--- src/rtl/gpio_res_pkg.sv ---
package gpio_res_pkg;
  typedef struct packed {
    logic dout;
    logic pol;
    logic oe;
    logic odrain;
    logic pu;
    logic pd;
    logic inen;
    logic xdrv;
    logic xlvl;
  } pin_cfg_t;

  typedef struct packed {
    logic lvl;
    logic undef;
    logic conflict;
    logic din;
  } pin_res_t;
endpackage

--- src/rtl/gpio_drive_stage.sv ---
module gpio_drive_stage #(
  parameter int NPINS = 32
) (
  input  logic [NPINS-1:0] dout_i,
  input  logic [NPINS-1:0] pol_i,
  input  logic [NPINS-1:0] oe_i,
  input  logic [NPINS-1:0] odrain_i,
  output logic [NPINS-1:0] drv_lvl_o,
  output logic [NPINS-1:0] drv_en_o
);
  always_comb begin
    drv_lvl_o = dout_i ^ pol_i;
    // open drain suppresses only a high drive
    drv_en_o  = oe_i & ~(odrain_i & drv_lvl_o);
  end
endmodule

--- src/rtl/gpio_pin_cell.sv ---
module gpio_pin_cell (
  input  logic drv_en_i,
  input  logic drv_lvl_i,
  input  logic xdrv_i,
  input  logic xlvl_i,
  input  logic pu_i,
  input  logic pd_i,
  output logic lvl_o,
  output logic undef_o,
  output logic conflict_o
);
  logic any_drv;

  always_comb begin
    any_drv    = drv_en_i | xdrv_i;
    conflict_o = drv_en_i & xdrv_i & (drv_lvl_i ^ xlvl_i);
    if (any_drv) begin
      lvl_o   = (xdrv_i & xlvl_i) | (drv_en_i & drv_lvl_i);
      undef_o = 1'b0;
    end else if (pu_i) begin
      lvl_o   = 1'b1;
      undef_o = 1'b0;
    end else begin
      lvl_o   = 1'b0;
      undef_o = ~pd_i;
    end
  end
endmodule

--- src/rtl/gpio_in_path.sv ---
module gpio_in_path #(
  parameter int NPINS = 32
) (
  input  logic [NPINS-1:0] lvl_i,
  input  logic [NPINS-1:0] inen_i,
  input  logic [NPINS-1:0] pol_i,
  output logic [NPINS-1:0] din_o
);
  always_comb din_o = (lvl_i & inen_i) ^ pol_i;
endmodule

--- src/rtl/gpio_pin_resolver.sv ---
module gpio_pin_resolver #(
  parameter int NPINS = 32
) (
  input  logic             clk,
  input  logic             rst_n,
  input  logic [NPINS-1:0] dout_i,
  input  logic [NPINS-1:0] pol_i,
  input  logic [NPINS-1:0] oe_i,
  input  logic [NPINS-1:0] odrain_i,
  input  logic [NPINS-1:0] pu_i,
  input  logic [NPINS-1:0] pd_i,
  input  logic [NPINS-1:0] inen_i,
  input  logic [NPINS-1:0] ext_drv_i,
  input  logic [NPINS-1:0] ext_lvl_i,
  output logic [NPINS-1:0] pin_o,
  output logic [NPINS-1:0] undef_o,
  output logic [NPINS-1:0] conflict_o,
  output logic [NPINS-1:0] din_o
);
  import gpio_res_pkg::*;

  localparam int LastPin = NPINS - 1;

  logic [NPINS-1:0] drv_lvl, drv_en;
  logic [NPINS-1:0] lvl_c, undef_c, conf_c, din_c;
  pin_res_t [LastPin:0] res_q;

  gpio_drive_stage #(.NPINS(NPINS)) u_drive (
    .dout_i(dout_i), .pol_i(pol_i), .oe_i(oe_i), .odrain_i(odrain_i),
    .drv_lvl_o(drv_lvl), .drv_en_o(drv_en)
  );

  for (genvar g = 0; g < NPINS; g++) begin : g_pin
    gpio_pin_cell u_cell (
      .drv_en_i(drv_en[g]), .drv_lvl_i(drv_lvl[g]),
      .xdrv_i(ext_drv_i[g]), .xlvl_i(ext_lvl_i[g]),
      .pu_i(pu_i[g]), .pd_i(pd_i[g]),
      .lvl_o(lvl_c[g]), .undef_o(undef_c[g]), .conflict_o(conf_c[g])
    );
  end

  gpio_in_path #(.NPINS(NPINS)) u_in (
    .lvl_i(lvl_c), .inen_i(inen_i), .pol_i(pol_i), .din_o(din_c)
  );

  for (genvar g = 0; g < NPINS; g++) begin : g_reg
    always_ff @(posedge clk or negedge rst_n) begin
      if (!rst_n) res_q[g] <= '0;
      else        res_q[g] <= '{lvl: lvl_c[g], undef: undef_c[g],
                                conflict: conf_c[g], din: din_c[g]};
    end
    assign pin_o[g]      = res_q[g].lvl;
    assign undef_o[g]    = res_q[g].undef;
    assign conflict_o[g] = res_q[g].conflict;
    assign din_o[g]      = res_q[g].din;
  end
endmodule

--- config.mk ---
export PLATFORM = sky130hd
export DESIGN_NAME = gpio_pin_resolver
export DESIGN_NICKNAME = d
export VERILOG_FILES = /design/src/rtl/gpio_res_pkg.sv /design/src/rtl/gpio_drive_stage.sv /design/src/rtl/gpio_pin_cell.sv /design/src/rtl/gpio_in_path.sv /design/src/rtl/gpio_pin_resolver.sv
export SDC_FILE = /design/constraint.sdc
export NUM_CORES = 1
export LEC_CHECK = 0
export ABC_AREA = 1
export CORE_AREA = 2 2 165 167
export CTS_BUF_LIST = sky130_fd_sc_hd__clkbuf_2 sky130_fd_sc_hd__clkbuf_4 sky130_fd_sc_hd__clkbuf_8
export CTS_CLUSTER_SIZE = 25
export DETAILED_ROUTE_END_ITERATION = 16
export DIE_AREA = 0 0 167 169
export SETUP_SLACK_MARGIN = 0.5
export SLEW_MARGIN = 20
export SYNTH_ARGS = -nofsm -noshare
export SYNTH_HDL_FRONTEND = slang
export SYNTH_SLANG_ARGS = --single-unit
--- constraint.sdc ---
create_clock -name clk -period 0.8 [get_ports clk]
set_clock_uncertainty 0.1 [all_clocks]
set_input_delay 0.16 -clock clk [delete_from_list [all_inputs] [get_ports clk]]
set_output_delay 0.16 -clock clk [all_outputs]
set_load 0.02 [all_outputs]
==> flow_metrics.py, run 1 <==
metrics = {
    "cells_and_area": {
        "drive_gt1_frac": 0.595,
        "utilization": 0.652,
        "nNetsFinal": 1864,
        "syn2layout_area_growth_pct": 144,
    },
    "sta": {
        "post-route-period-util": 1.58,
        "timing.fmax_mhz": 792,
        "slew_viol_final": 0,
        "hold_slack_ps": -545,
        "finalCriticalPeriod_ps": 1260,
        "setup_viol": 128,
        "setup_ws_ps": -463,
        "worst_pin_slew_ps": 264,
        "slew_headroom": 0.824,
        "hold_viol": 206,
        "rsz0062_at_grt": "true",
    },
    "logic_synthesis": {
        "async_flop_share": 1.00,
        "ys_ff_latch": 128,
        "syn_nets": 1180,
        "ys_types": 12,
        "synth_top_flop_cell": "dfrtp_1",
        "synth_top_area_frac": 0.451,
        "seq_area_frac_synth": 0.451,
        "yosysWarningCount": 0,
        "synth_area_per_cell_um2": 7.97,
        "synth.area.top_cells": "dfrtp_1, nand2_1, nand3_2, nand2_2, inv_1",
        "synth_area_mm2": 0.00710,
        "synthCells": 890,
        "post-synth-top-count-cell": "nand2_1",
        "synth_top_area_cell": "dfrtp_1",
        "netlist_top_cells_count": "nand2_1, dfrtp_1, inv_1",
        "synth-edff-count": 0,
    },
    "global_routing": {
        "track_usage": 0.204,
        "grt_use_met3": 0.0767,
        "grt_max_degree": 28,
        "grtUsageMet2": 0.386,
        "busiest_layer": "met2",
        "antenna_found_initial": 4,
        "grt.overflow.total": 0,
        "grt_pass1_wl_um": 45100,
        "grt_pass1_vias": 8744,
        "grt_use_met1": 0.202,
    },
    "worst_setup_path": {
        "arrival_ps": 1000,
        "path_delay_family": "flip-flops",
        "start_kind": "flip-flop",
        "cp-end-kind": "output port",
        "cp_num_buf_inv": 1,
        "critPathMaxFanout": 1,
        "slowest_delay_ps": 410,
        "path_class": "reg2out",
        "slowest_stage": "dfrtp_1",
        "crit_required_ps": 540,
        "path_cells": "buf_6",
    },
    "worst_hold_path": {
        "hp-class": "in2async",
    },
    "floorplan": {
        "core_mm2": 0.0265,
        "num_rows": 60,
        "dieArea_mm2": 0.0282,
        "fp.dieH_um": 169,
        "start_util": 0.268,
        "ios": 418,
        "die-width_um": 167,
    },
    "drt": {
        "vias": 8634,
        "wire_per_inst_um": 15.5,
        "drt_pre_antenna_iters": 4,
        "drtIter0Drc": 219,
        "wirelength_um": 29900,
        "drc_errors": 0,
        "ant_nets": 0,
        "viasPerCell": 4.47,
    },
    "run_status": {
        "violations": "negative hold slack, negative setup slack",
        "status": "finished, violations left",
    },
    "clocking": {
        "path_clk_slew_ps": 90,
        "clockRootBuffer": "clkbuf_8",
        "clkSinkCount": 128,
        "cts_tree": "done",
        "htree_levels": 4,
        "cts_buffers": 17,
        "cts_buffer_depth": 2,
    },
    "power_and_ir_drop": {
        "p_per_area_mw_per_mm2": 1260,
        "peakVddDrop_uv": 812,
        "p_leak_nw": 8.41,
    },
    "flow_run": {
        "max-cap-violations": 0,
    },
    "placed_design": {
        "dpl_worst_slack_ps": -897,
        "gp_congestion": 0.869,
        "post-dp-hpwl_um": 22600,
        "io_buffers": 417,
    },
}
==> repair_timing <==
item,4_1_cts,5_1_grt
resized for setup,1457,278
endpoints found under the hold margin,196,212
buffers inserted,34,37
pin swaps,211,177
setup endpoints to repair,256,256
==> where the power goes <==
group	switching, mW	internal, mW	leakage (nW)
Combinational	3.94	4.28	6.56
Sequential	0.231	6.91	1.63
Clock	2.83	3.67	0.219
==> registers in the layout, indices dropped and copies added (netlist names) <==
name / count
pin_o: 32
undef_o: 32
conflict_o: 32
din_o: 32
==> cell families (layout without fill, tap and decap cells) <==
family	Yosys count	count (layout)	synth area share
xor+xnor	6	6	0.00740
simple gates	570	570	0.438
flops	128	128	0.451
buf+inv	160	856	0.0846
compound gates	26	26	0.0183
other cells	0	4	0
==> layer usage <==
layer,wire length [um],vias to the layer above,share of wire
met1,10100,4058,0.34
met5,0,-,0
met3,2450,46,0.082
met2,16500,283,0.55
li1,-,4247,-
met4,802,0,0.027
==> per-stage QoR <==
step / TNS, ps / power, mW / area, um^2 / hold WS, ps / cells
2_1_floorplan: -881 / 9.63 / 8140 / -236 / 890
3_3_place_gp: -130620 / 13.8 / 14100 / -58.2 / 1825
3_5_place_dp: -132520 / 13.8 / 14100 / -61.9 / 1825
4_1_cts: -58340 / 21.2 / 16000 / -567 / 1890
5_1_grt: -60790 / 23.0 / 17300 / -571 / 1931
6_report: -53560 / 21.9 / 17300 / -545 / 1931
==> final timing paths <==
kind / from / endpoint / cells past startpoint
worst max-delay path: pin_o[19]$_DFF_PN0_ / pin_o[19] / 1
worst min-delay path: rst_n / conflict_o[8]$_DFF_PN0_ / 1
max in group asynchronous: rst_n / undef_o[14]$_DFF_PN0_ / 2
min in group clk: oe_i[15] / conflict_o[15]$_DFF_PN0_ / 3
==> layout make-up <==
class                      count  area (um^2)
antenna                        4         10.0
clock buffer                  20          275
clock inverter                11          178
fill                        2102         9210
inverter                     160         1240
multi-input combinational    602         5290
sequential                   128         3200
tap                          341          427
timing repair buffer         665         6660
==> cell usage in the layout, fill, tap and decap left out, drive strengths merged <==
cell and instances:
a21oi 26, buf 441, bufinv 4, clkbuf 48, clkdlybuf4s15 34, clkdlybuf4s50 63
clkinv 1, clkinvlp 3, dfrtp 128, diode 4, dlygate4sd2 99, inv 163
nand2 326, nand3 148, nand4 32, nor3 38, nor3b 26, xor2 6
(Power assumes the default switching activity.)
==> inputs of run 2 (changes only) <==
--- a/config.mk
+++ b/config.mk
@@ -8,6 +8,7 @@
 export ABC_AREA = 1
 export CORE_AREA = 2 2 165 167
 export CTS_BUF_LIST = sky130_fd_sc_hd__clkbuf_2 sky130_fd_sc_hd__clkbuf_4 sky130_fd_sc_hd__clkbuf_8
+export CTS_CLUSTER_DIAMETER = 30
 export CTS_CLUSTER_SIZE = 25
 export DETAILED_ROUTE_END_ITERATION = 16
 export DIE_AREA = 0 0 167 169
==> constraint.sdc (replaced) <==
create_clock -name clk -period 1.2 [get_ports clk]
set_clock_uncertainty 0.1 [all_clocks]
set_input_delay 0.24 -clock clk [delete_from_list [all_inputs] [get_ports clk]]
set_output_delay 0.24 -clock clk [all_outputs]
set_load 0.02 [all_outputs]
==> run 2 against run 1 <==
The flow still finishes with violations (negative hold slack, negative setup slack). Global-route usage fell by 1.6 points. Routed wire length fell by 8.4%. Via count fell by 4.4%. Critical endpoint unchanged.
==> flow_metrics.py, run 2 (synthesized netlist as in run 1, its figures left out) <==
metrics = {
    "cells_and_area": {
        "nNetsFinal": 1819,
        "drive_gt1_frac": 0.499,
        "fill_cells": 2329,
        "final_common_cell": "buf_6",
        "seqCellArea_mm2": 0.00320,
        "final_cell_mix": "buf_6, nand2_1, buf_4, dfrtp_1, nand3_1",
        "multiInputGateArea_mm2": 0.00426,
        "syn2layout_area_growth_pct": 124,
    },
    "clocking": {
        "cts_tree": "done",
        "path_clk_slew_ps": 80,
        "clockRootBuffer": "clkbuf_8",
        "cts_buffer_depth": 2,
        "cts_buffers": 17,
        "clkSinkCount": 128,
        "htree_levels": 4,
    },
    "floorplan": {
        "ios": 418,
        "num_rows": 60,
        "dieArea_mm2": 0.0282,
        "die-width_um": 167,
        "start_util": 0.268,
        "core_mm2": 0.0265,
        "fp.dieH_um": 169,
    },
    "power_and_ir_drop": {
        "clkPwrFrac": 0.316,
        "p_switching_mw": 4.30,
        "p_leak_nw": 8.49,
        "total_power_mw": 14.0,
        "p_sw_frac": 0.308,
        "p_comb_frac": 0.343,
        "peakVddDrop_uv": 661,
        "p_per_area_mw_per_mm2": 877,
        "p_int_mw": 9.67,
        "p_seq_frac": 0.341,
    },
    "flow_run": {
        "max-cap-violations": 0,
    },
    "placed_design": {
        "dpl_worst_slack_ps": -512,
        "gp_congestion": 0.860,
        "io_buffers": 417,
        "post-dp-hpwl_um": 22600,
    },
    "global_routing": {
        "grt_pass1_wl_um": 41400,
        "grt_max_degree": 28,
        "track_usage": 0.187,
        "antenna_found_initial": 13,
        "grt.overflow.total": 0,
        "grt_pass1_vias": 8155,
    },
    "run_status": {
        "violations": "negative hold slack, negative setup slack",
        "status": "finished, violations left",
    },
    "worst_setup_path": {
        "critPathMaxFanout": 1,
        "path_delay_family": "flip-flops",
        "arrival_ps": 1000,
        "slowest_stage": "dfrtp_1",
        "path_class": "reg2out",
        "path_cells": "buf_6",
        "slowest_delay_ps": 420,
        "cp_num_buf_inv": 1,
        "cp-end-kind": "output port",
        "start_kind": "flip-flop",
        "crit_required_ps": 860,
    },
    "sta": {
        "finalCriticalPeriod_ps": 1340,
        "hold_viol": 163,
        "setup-tns-final_ps": -11370,
        "setup_ws_ps": -140,
        "rsz0062_at_grt": "true",
        "post-route-period-util": 1.12,
        "timing.fmax_mhz": 746,
        "slew_viol_final": 0,
        "setup_viol": 128,
        "hold_slack_ps": -436,
        "slew_headroom": 0.798,
        "worst_pin_slew_ps": 303,
    },
    "drt": {
        "viasPerCell": 4.36,
        "vias": 8253,
        "drt_pre_antenna_iters": 5,
        "drc_errors": 0,
        "drtIter0Drc": 258,
        "wirelength_um": 27400,
        "ant_nets": 0,
        "wire_per_inst_um": 14.5,
    },
    "worst_hold_path": {
        "hp-class": "in2async",
    },
}
run 2: cell count changes in the layout (fill, tap and decap cells not counted), moves of 17 or more:
cell             previous run  this run
a21oi_1                     1        21
nand3_4                    39        19
clkdlybuf4s15_1            32        13
dlygate4sd2_1              99        66
dlymetal6s2s_1              0        73
nor3_2                     28         9
buf_4                     129       160
nand3_1                    52        81
buf_6                     269       191
clkbuf_2                   28         9
nand2_1                   167       184
nand2_8                    40        23
nor3_1                      6        29
run 2: path summary, 6_finish.rpt:
check / startpoint / end / slack, ps / cells after the start
min: rst_n / conflict_o[8]$_DFF_PN0_ / -440 / 1
max in group asynchronous: rst_n / pin_o[30]$_DFF_PN0_ / 950 / 2
max: pin_o[19]$_DFF_PN0_ / pin_o[19] / -140 / 1
min in group clk: pu_i[10] / undef_o[10]$_DFF_PN0_ / -90 / 2
run 2: power by group through the flow:
| stage | Clock, mW | Combinational, mW | Sequential (mW) |
|---|---|---|---|
| 2_1_floorplan | 0 | 1.25 | 5.17 |
| 3_3_place_gp | 0 | 4.39 | 4.78 |
| 3_5_place_dp | 0 | 4.43 | 4.79 |
| 4_1_cts | 4.56 | 4.50 | 4.77 |
| 5_1_grt | 4.75 | 5.16 | 4.79 |
| 6_report | 4.42 | 4.79 | 4.76 |
run 2: through the flow:
| step | cells | area [um^2] | utilization |
|---|---|---|---|
| floorplan | 890 | 8140 | - |
| global placement | 1824 | 14100 | 0.533 |
| detailed placement | 1824 | 14100 | 0.533 |
| CTS | 1862 | 14900 | 0.562 |
| global route | 1889 | 15900 | 0.601 |
| finish | 1891 | 15900 | 0.601 |
run 2: final cells by class:
class	instances	area share
multi-input cells	602	0.268
clock inverters	12	0.0130
well taps	341	0.0268
repair buffers	620	0.396
clock buffers	18	0.0156
flip-flops and latches	128	0.201
inverters	160	0.0783
diodes	10	0.00157
run 2: repair_timing:
action / in CTS / in global routing
endpoints found under the setup margin: 256 / 230
resized for setup: 1040 / 341
hold endpoints to repair: 149 / 176
setup buffers: 8 / 19
pin swaps: 74 / 158
run 2: per-layer routing:
layer,share of wire,vias to the layer above,GRT usage
met1,0.36,3764,0.199
met3,0.081,43,0.0648
met5,0.0014,-,0
met2,0.53,284,0.337
met4,0.024,6,0.0810
li1,-,4156,-
